File: src/rtl/vdp_cmd_pkg.sv
// Shared encodings for the command port decoder: target memories, DMA
// kinds and the register indices whose position the host software relies on.
package vdp_cmd_pkg;
    typedef enum logic [1:0] {
        TGT_VRAM  = 2'd0,
        TGT_CRAM  = 2'd1,
        TGT_VSRAM = 2'd2
    } tgt_e;

    typedef enum logic [1:0] {
        DMA_NONE = 2'd0,
        DMA_MEM  = 2'd1,
        DMA_COPY = 2'd2,
        DMA_FILL = 2'd3
    } dma_e;

    localparam int IX_BASE_A   = 2;
    localparam int IX_BASE_WIN = 3;
    localparam int IX_BASE_B   = 4;
    localparam int IX_BASE_SPR = 5;
    localparam int IX_BASE_HS  = 13;
    localparam int IX_STEP     = 15;
    localparam int IX_PLANE_SZ = 16;
    localparam int IX_LEN_LO   = 19;
    localparam int IX_LEN_HI   = 20;
    localparam int IX_SRC_LO   = 21;
    localparam int IX_SRC_MID  = 22;
    localparam int IX_SRC_HI   = 23;
endpackage

File: src/rtl/vdp_cmd_assemble.sv
// Control port front end. It classifies each control write as a register
// write or a command half. It holds a lone first half until the second one
// arrives and presents the finished command for one cycle.
// Assumes: at most one control write per cycle; wide writes carry the first
// half in bits 31:16.
module vdp_cmd_assemble (
    input  logic        clk,
    input  logic        rst_n,
    input  logic        ctrl_wr,
    input  logic        ctrl_wide,
    input  logic [31:0] ctrl_data,
    output logic        reg_wr,
    output logic [4:0]  reg_idx,
    output logic [7:0]  reg_byte,
    output logic        cmd_done,
    output logic [5:0]  cmd_code,
    output logic [15:0] cmd_addr,
    output logic        pending
);
    logic        pend_q;
    logic [15:0] held_q;
    logic [15:0] first_w;
    logic [15:0] second_w;

    // Classify the write and pick the two command halves.
    always_comb begin
        reg_wr   = ctrl_wr && !ctrl_wide && !pend_q && (ctrl_data[15:14] == 2'b10);
        cmd_done = ctrl_wr && (ctrl_wide || pend_q);
        first_w  = ctrl_wide ? ctrl_data[31:16] : held_q;
        second_w = ctrl_data[15:0];
        reg_idx  = ctrl_data[12:8];
        reg_byte = ctrl_data[7:0];
        cmd_code = {second_w[7:4], first_w[15:14]};
        cmd_addr = {second_w[1:0], first_w[13:0]};
    end

    // Pending-half latch: set by a lone first half, cleared by completion.
    always_ff @(posedge clk) begin
        if (!rst_n) begin
            pend_q <= 1'b0;
            held_q <= '0;
        end else if (ctrl_wr && !reg_wr) begin
            if (cmd_done) begin
                pend_q <= 1'b0;
            end else begin
                pend_q <= 1'b1;
                held_q <= ctrl_data[15:0];
            end
        end
    end

    assign pending = pend_q;
endmodule

File: src/rtl/vdp_cmd_regs.sv
// Register file plus the fields decoded from it: plane bases, scroll size,
// step, DMA length, source and transfer kind.
// Assumes: index values at or above REG_COUNT are silently dropped.
module vdp_cmd_regs
    import vdp_cmd_pkg::*;
#(
    parameter int REG_COUNT = 24
) (
    input  logic        clk,
    input  logic        rst_n,
    input  logic        wr,
    input  logic [4:0]  idx,
    input  logic [7:0]  wbyte,
    input  logic [4:0]  view_sel,
    output logic [7:0]  view_val,
    output logic [15:0] base_a,
    output logic [15:0] base_win,
    output logic [15:0] base_b,
    output logic [15:0] base_spr,
    output logic [15:0] base_hs,
    output logic [7:0]  step,
    output logic [7:0]  plane_w,
    output logic [7:0]  plane_h,
    output logic [15:0] dma_len,
    output logic [23:0] dma_src,
    output logic [1:0]  dma_xfer
);
    logic [7:0] regs_q [REG_COUNT];
    logic [6:0] src_top;

    // Map a two-bit plane size code to a cell count.
    function automatic logic [7:0] cells(input logic [1:0] code);
        case (code)
            2'd1:    cells = 8'd64;
            2'd3:    cells = 8'd128;
            default: cells = 8'd32;
        endcase
    endfunction

    // Register file storage; writes to undefined indices are dropped.
    always_ff @(posedge clk) begin
        if (!rst_n) begin
            for (int i = 0; i < REG_COUNT; i++) regs_q[i] <= '0;
        end else if (wr && ({27'b0, idx} < REG_COUNT)) begin
            regs_q[idx] <= wbyte;
        end
    end

    // Decode the fields the rest of the chip consumes.
    always_comb begin
        view_val = ({27'b0, view_sel} < REG_COUNT) ? regs_q[view_sel] : 8'h00;
        base_a   = {regs_q[IX_BASE_A][5:0],   10'b0};
        base_win = {regs_q[IX_BASE_WIN][5:0], 10'b0};
        base_hs  = {regs_q[IX_BASE_HS][5:0],  10'b0};
        base_b   = {regs_q[IX_BASE_B][2:0],   13'b0};
        base_spr = {regs_q[IX_BASE_SPR][6:0], 9'b0};
        step     = regs_q[IX_STEP];
        plane_w  = cells(regs_q[IX_PLANE_SZ][1:0]);
        plane_h  = cells(regs_q[IX_PLANE_SZ][5:4]);
        dma_len  = {regs_q[IX_LEN_HI], regs_q[IX_LEN_LO]};
        src_top  = regs_q[IX_SRC_HI][7] ? {1'b0, regs_q[IX_SRC_HI][5:0]}
                                         : regs_q[IX_SRC_HI][6:0];
        dma_src  = {src_top, regs_q[IX_SRC_MID], regs_q[IX_SRC_LO], 1'b0};
        dma_xfer = regs_q[IX_SRC_HI][7:6];
    end
endmodule

File: src/rtl/vdp_cmd_access.sv
// Access engine. It holds the destination address and target chosen by the
// last command, turns data port traffic into memory strobes at a wrapped
// address, and issues DMA start pulses, including the deferred fill.
// Assumes: a data access and a command completion never share a cycle.
module vdp_cmd_access
    import vdp_cmd_pkg::*;
#(
    parameter int VRAM_BYTES  = 65536,
    parameter int CRAM_BYTES  = 128,
    parameter int VSRAM_BYTES = 80,
    localparam int ADDR_W     = $clog2(VRAM_BYTES)
) (
    input  logic              clk,
    input  logic              rst_n,
    input  logic              cmd_done,
    input  logic [5:0]        cmd_code,
    input  logic [ADDR_W-1:0] cmd_addr,
    input  logic              data_wr,
    input  logic              data_rd,
    input  logic [15:0]       data_wdata,
    input  logic [7:0]        step,
    input  logic [1:0]        dma_xfer,
    output logic              mem_wr,
    output logic              mem_rd,
    output logic [1:0]        mem_sel,
    output logic [ADDR_W-1:0] mem_addr,
    output logic              dma_start,
    output logic [1:0]        dma_kind,
    output logic [15:0]       fill_word,
    output logic [ADDR_W-1:0] dest,
    output logic              armed
);
    logic [ADDR_W-1:0] dest_q;
    tgt_e              sel_q;
    tgt_e              tgt_new;
    logic              armed_q;
    logic              start_q;
    dma_e              kind_q;
    logic [15:0]       fill_q;

    // Choose the target memory from the code bits that name it.
    always_comb begin
        case (cmd_code & 6'h0E)
            6'h00:   tgt_new = TGT_VRAM;
            6'h04:   tgt_new = TGT_VSRAM;
            default: tgt_new = TGT_CRAM;
        endcase
    end

    // Destination, target, fill arming and DMA start sequencing.
    always_ff @(posedge clk) begin
        if (!rst_n) begin
            dest_q  <= '0;
            sel_q   <= TGT_VRAM;
            armed_q <= 1'b0;
            start_q <= 1'b0;
            kind_q  <= DMA_NONE;
            fill_q  <= '0;
        end else begin
            start_q <= 1'b0;
            if (cmd_done) begin
                dest_q  <= cmd_addr;
                sel_q   <= tgt_new;
                armed_q <= 1'b0;
                if (cmd_code[5]) begin
                    if (cmd_code[4]) begin
                        start_q <= 1'b1;
                        kind_q  <= DMA_COPY;
                    end else if (dma_xfer == 2'b10) begin
                        armed_q <= 1'b1;
                    end else begin
                        start_q <= 1'b1;
                        kind_q  <= DMA_MEM;
                    end
                end
            end else if (data_wr && armed_q) begin
                fill_q  <= data_wdata;
                start_q <= 1'b1;
                kind_q  <= DMA_FILL;
                armed_q <= 1'b0;
            end else if (data_wr || data_rd) begin
                dest_q <= dest_q + ADDR_W'(step);
            end
        end
    end

    // Memory strobes and the address wrapped to the selected memory size.
    always_comb begin
        mem_wr = data_wr && !armed_q;
        mem_rd = data_rd;
        case (sel_q)
            TGT_CRAM:  mem_addr = ADDR_W'(32'(dest_q) % CRAM_BYTES);
            TGT_VSRAM: mem_addr = ADDR_W'(32'(dest_q) % VSRAM_BYTES);
            default:   mem_addr = ADDR_W'(32'(dest_q) % VRAM_BYTES);
        endcase
    end

    assign mem_sel   = sel_q;
    assign dma_start = start_q;
    assign dma_kind  = kind_q;
    assign fill_word = fill_q;
    assign dest      = dest_q;
    assign armed     = armed_q;
endmodule

File: src/rtl/vdp_cmd_port.sv
// Command port decoder top. It joins the control-port front end, the
// register file and the access engine. The memories and the DMA mover are
// outside; this block only issues strobes, addresses and start pulses.
// Assumes: the host does not write the control and data ports in one cycle.
module vdp_cmd_port
    import vdp_cmd_pkg::*;
#(
    parameter int REG_COUNT   = 24,
    parameter int VRAM_BYTES  = 65536,
    parameter int CRAM_BYTES  = 128,
    parameter int VSRAM_BYTES = 80
) (
    input  logic        clk,
    input  logic        rst_n,
    input  logic        ctrl_wr,
    input  logic        ctrl_wide,
    input  logic [31:0] ctrl_data,
    input  logic        data_wr,
    input  logic        data_rd,
    input  logic [15:0] data_wdata,
    input  logic [4:0]  reg_sel,
    output logic [7:0]  reg_val,
    output logic        mem_wr,
    output logic        mem_rd,
    output logic [1:0]  mem_sel,
    output logic [15:0] mem_addr,
    output logic [15:0] mem_wdata,
    output logic [15:0] base_a,
    output logic [15:0] base_win,
    output logic [15:0] base_b,
    output logic [15:0] base_spr,
    output logic [15:0] base_hs,
    output logic [7:0]  auto_inc,
    output logic [7:0]  scroll_w,
    output logic [7:0]  scroll_h,
    output logic [15:0] dma_len,
    output logic [23:0] dma_src,
    output logic [1:0]  dma_xfer,
    output logic        dma_start,
    output logic [1:0]  dma_kind,
    output logic [15:0] fill_word
);
    logic        reg_wr;
    logic [4:0]  reg_idx;
    logic [7:0]  reg_byte;
    logic        cmd_done;
    logic [5:0]  cmd_code;
    logic [15:0] cmd_addr;
    logic        pend;
    logic [15:0] dest;
    logic        armed;

    vdp_cmd_assemble u_asm (
        .clk(clk), .rst_n(rst_n),
        .ctrl_wr(ctrl_wr), .ctrl_wide(ctrl_wide), .ctrl_data(ctrl_data),
        .reg_wr(reg_wr), .reg_idx(reg_idx), .reg_byte(reg_byte),
        .cmd_done(cmd_done), .cmd_code(cmd_code), .cmd_addr(cmd_addr),
        .pending(pend)
    );

    vdp_cmd_regs #(.REG_COUNT(REG_COUNT)) u_regs (
        .clk(clk), .rst_n(rst_n),
        .wr(reg_wr), .idx(reg_idx), .wbyte(reg_byte),
        .view_sel(reg_sel), .view_val(reg_val),
        .base_a(base_a), .base_win(base_win), .base_b(base_b),
        .base_spr(base_spr), .base_hs(base_hs), .step(auto_inc),
        .plane_w(scroll_w), .plane_h(scroll_h),
        .dma_len(dma_len), .dma_src(dma_src), .dma_xfer(dma_xfer)
    );

    vdp_cmd_access #(
        .VRAM_BYTES(VRAM_BYTES), .CRAM_BYTES(CRAM_BYTES), .VSRAM_BYTES(VSRAM_BYTES)
    ) u_acc (
        .clk(clk), .rst_n(rst_n),
        .cmd_done(cmd_done), .cmd_code(cmd_code), .cmd_addr(cmd_addr),
        .data_wr(data_wr), .data_rd(data_rd), .data_wdata(data_wdata),
        .step(auto_inc), .dma_xfer(dma_xfer),
        .mem_wr(mem_wr), .mem_rd(mem_rd), .mem_sel(mem_sel), .mem_addr(mem_addr),
        .dma_start(dma_start), .dma_kind(dma_kind), .fill_word(fill_word),
        .dest(dest), .armed(armed)
    );

    assign mem_wdata = data_wdata;
endmodule

File: config.mk
export PLATFORM = sky130hd
export DESIGN_NAME = vdp_cmd_port
export DESIGN_NICKNAME = d
export VERILOG_FILES = /design/src/rtl/vdp_cmd_pkg.sv /design/src/rtl/vdp_cmd_assemble.sv /design/src/rtl/vdp_cmd_regs.sv /design/src/rtl/vdp_cmd_access.sv /design/src/rtl/vdp_cmd_port.sv
export SDC_FILE = /design/constraint.sdc
export NUM_CORES = 1
export LEC_CHECK = 0
export ABC_AREA = 1
export BUFFER_PORTS_ARGS = -buffer_cell sky130_fd_sc_hd__buf_2
export CAP_MARGIN = 20
export CORE_MARGIN = 2
export CORE_UTILIZATION = 59
export DETAILED_ROUTE_END_ITERATION = 8
export PLACE_DENSITY = 0.88
export SYNTH_ARGS = -nofsm -noshare
export SYNTH_HDL_FRONTEND = slang
export SYNTH_SLANG_ARGS = --single-unit
File: constraint.sdc
create_clock -name clk -period 19.6 [get_ports clk]
set_clock_uncertainty 0.2 [all_clocks]
set_input_delay 3.92 -clock clk [delete_from_list [all_inputs] [get_ports clk]]
set_output_delay 3.92 -clock clk [all_outputs]
set_load 0.05 [all_outputs]
==> metrics.txt <==
outcome=completed; EDFF count, synth=192; Clock power frac=0.206; post-route ant nets=0; total CTS buffers=24; # resized after CTS=0; slowest stage delay, CP=0.76 ns; IO Port Bufs=203; worst path arrival time=9.11 ns; CTS tree=yes; commonest non-fill, non-tap cell in the layout=nor2_1; Vias=13300; first-pass iteration count of the detailed router=6; largest net degree at the start of global routing=98; R2R depth=7; number of setup buffers added after CTS=0; endpoint class of the critical path=output pin; Final Hold Vio Count=0; NetSw=1.03 mW; Sw Share=0.471; Distinct cells, synth=52; Post-CTS Hold Buffers=0; global placer's final weighted congestion=0.898; Iter 0 DRT Violations=1680; Slew headroom=0.244; Main synth FF type=edfxtp_1; n_diodes=0; setup violators final=0; min cycle time layout=13.23 ns; min-delay src=u_asm.held_q[12]$_SDFFE_PN0P_; # Max-Cap Violations=0; Worst Tran Pin Value=1.13 ns; type of origin of the critical path=register; Internal Power=1.15 mW; VDD IR max=0.000228 V; H-tree Lvls=1; CTS Sinks=246; r2r setup slk=16.20 ns; PD cells=135 mW/mm²; I/O Pins=268; Worst-Skew Late Latency=0.52 ns; die area=0.0265 mm²; CTS Buffer Depth=3; Syn Std Cell Area=0.0149 mm²; Final Slew Violations=0; Worst Hold End=u_asm.held_q[12]$_SDFFE_PN0P_; overall power=2.18 mW; Clock Tree Root=clkbuf_16; Rows=58; FF-to-FF Start=u_asm.pending$_SDFFE_PN0P_; Crit Path Class=register to output pin; Core ar.=0.0250 mm²; post-synthesis register bit count=246; maximum clock rate=75.6 MHz; FILL cells=2020; CP max FO=30; DR WL/cell=17.5 µm; asr flop ratio synth=0; antenna violations before repair=0; Required @ worst endpoint=15.48 ns; Ys Warns=0; Nets=2018; Logic pwr share=0.524; part of the power in registers=0.270; total gr overflow=0; total negative slack=0 ns; Slowest cell on crit path=nand3b_2; HP Class=register to register; die width=163 µm; Die H=163 µm; Leakage Power=7.47 nW; Seq/Total Area, Yosys=0.461; R2R Path End=u_acc.dma_kind[1]$_SDFFE_PN0P_; routed wire length=40.3 mm; RSZ-0062 raised after global routing=false; worst hold path cell count=2; Syn-to-layout area delta=8.59%; Vias/cell=5.80; GRT Resource Usage Total=0.293; first-pass GRT wire length=61.8 mm; Syn Area/Cell=8.05 µm²; DRC viols=0; Final period util=0.675; Starting Density=0.595; Post-Syn Instances=1845; most frequent cells in the layout=389 x nor2_1, 303 x nand2_1, 203 x buf_2; vias in the first global route=12000; layout cells sized above 1=0.173; post-DP HPWL=28.4 mm; Worst-path clk slew=0.07 ns
per-stage QoR:
stage	util	cell area, µm²	worst slack, ns	instances	hold WS (ns)
floorplan	-	15100	9.44	1907	0.224
global placement	0.616	15400	7.33	2251	0.234
detailed placement	0.616	15400	7.09	2251	0.243
CTS	0.646	16100	6.53	2295	0.253
global route	0.646	16100	5.61	2295	0.274
finish	0.646	16100	6.37	2295	0.250
cells by family after synthesis:
logic type / share of synthesized area
AO/OA/AOI/OAI: 0.127
XOR/XNOR: 0.0124
adder cells (fa/ha/maj): 0.0106
buffers and inverters: 0.122
flip-flops: 0.461
other: 0.000252
AND/OR/NAND/NOR: 0.268
registers in the layout, summed over array words and instances (netlist names):
| register | flops |
|---|---|
| u_asm.pending | 1 |
| u_acc.fill_word | 16 |
| u_acc.armed | 1 |
| u_acc.mem_sel | 2 |
| u_regs.regs_q | 192 |
| u_asm.held_q | 15 |
| u_acc.dest | 16 |
| u_acc.dma_start | 1 |
| u_acc.dma_kind | 2 |
worst max-delay path by stage:
stage / start / to / slack (ns) / cells after the start
after floorplan: u_acc.dest[13]$_SDFFE_PN0P_ / mem_addr[10] / 9.44 / 50
after global placement: u_acc.dest[13]$_SDFFE_PN0P_ / mem_addr[5] / 7.33 / 46
final: u_acc.dest[14]$_SDFFE_PN0P_ / mem_addr[5] / 6.37 / 46
after detailed placement: u_acc.dest[13]$_SDFFE_PN0P_ / mem_addr[5] / 7.09 / 46
after global routing: u_acc.dest[14]$_SDFFE_PN0P_ / mem_addr[5] / 5.61 / 48
after CTS: u_acc.dest[13]$_SDFFE_PN0P_ / mem_addr[5] / 6.53 / 46
critical path, delay by kind of cell (launching register included):
family	cells	cell delay [ns]
buf+inv	6	1.41
fa+ha+maj	1	0.17
compound gates	2	0.54
flops	1	0.40
simple gates	37	6.02
layer usage:
| metal | vias up | part of all wire | global-route usage |
|---|---|---|---|
| met5 | - | 0 | 0 |
| met4 | 0 | 0.038 | 0.111 |
| met3 | 115 | 0.11 | 0.0385 |
| met2 | 827 | 0.48 | 0.486 |
| met1 | 6161 | 0.37 | 0.396 |
| li1 | 6215 | - | - |
synth_stat cells, types with 2 or more instances:
master	instances	area (µm²)
a21oi_1	42	210
a21o_1	2	15.0
nand2_4	6	67.6
nor3_1	6	30.0
o22ai_1	21	131
nand3b_1	4	30.0
dfxtp_1	54	1080
inv_2	21	78.8
nor2_2	3	18.8
or2_1	2	12.5
buf_6	5	56.3
o211ai_1	25	188
nor4_1	5	31.3
buf_1	2	7.51
edfxtp_1	192	5770
nor2_4	10	113
a31oi_1	10	62.6
nand3_1	72	360
nor2_8	2	40.0
o221ai_1	25	219
clkbuf_1	73	274
clkinv_1	6	22.5
nand4_1	34	213
buf_4	111	833
o21ai_1	7	35.0
nand3_2	17	170
buf_2	3	15.0
nand2_2	18	113
inv_1	136	510
a21oi_2	2	17.5
nand4_4	2	42.5
o21ai_2	2	17.5
xor2_1	20	175
o21ai_0	179	896
nor2_1	389	1460
nand2_1	303	1140
nand3_4	6	105
o31ai_1	3	22.5
a21oi_4	2	32.5
ha_1	11	138
final cells by class:
type | count | area, µm² | share of cell area
sequential | 246 | 6850 | 0.424
multi-input combinational | 1302 | 6430 | 0.399
timing repair buffer | 208 | 1050 | 0.0653
clock buffer | 29 | 641 | 0.0397
inverter | 165 | 623 | 0.0386
tap | 330 | 413 | 0.0256
clock inverter | 15 | 123 | 0.00760
power by group through the flow:
stage | Clock, mW | Combinational (mW) | Sequential (mW)
after detailed placement | 0 | 1.11 | 0.599
after CTS | 0.448 | 1.12 | 0.587
after global placement | 0 | 1.08 | 0.598
final | 0.449 | 1.14 | 0.588
after global routing | 0.466 | 1.26 | 0.589
after floorplan | 0 | 0.937 | 0.606
Power figures use the tool's default switching activity.
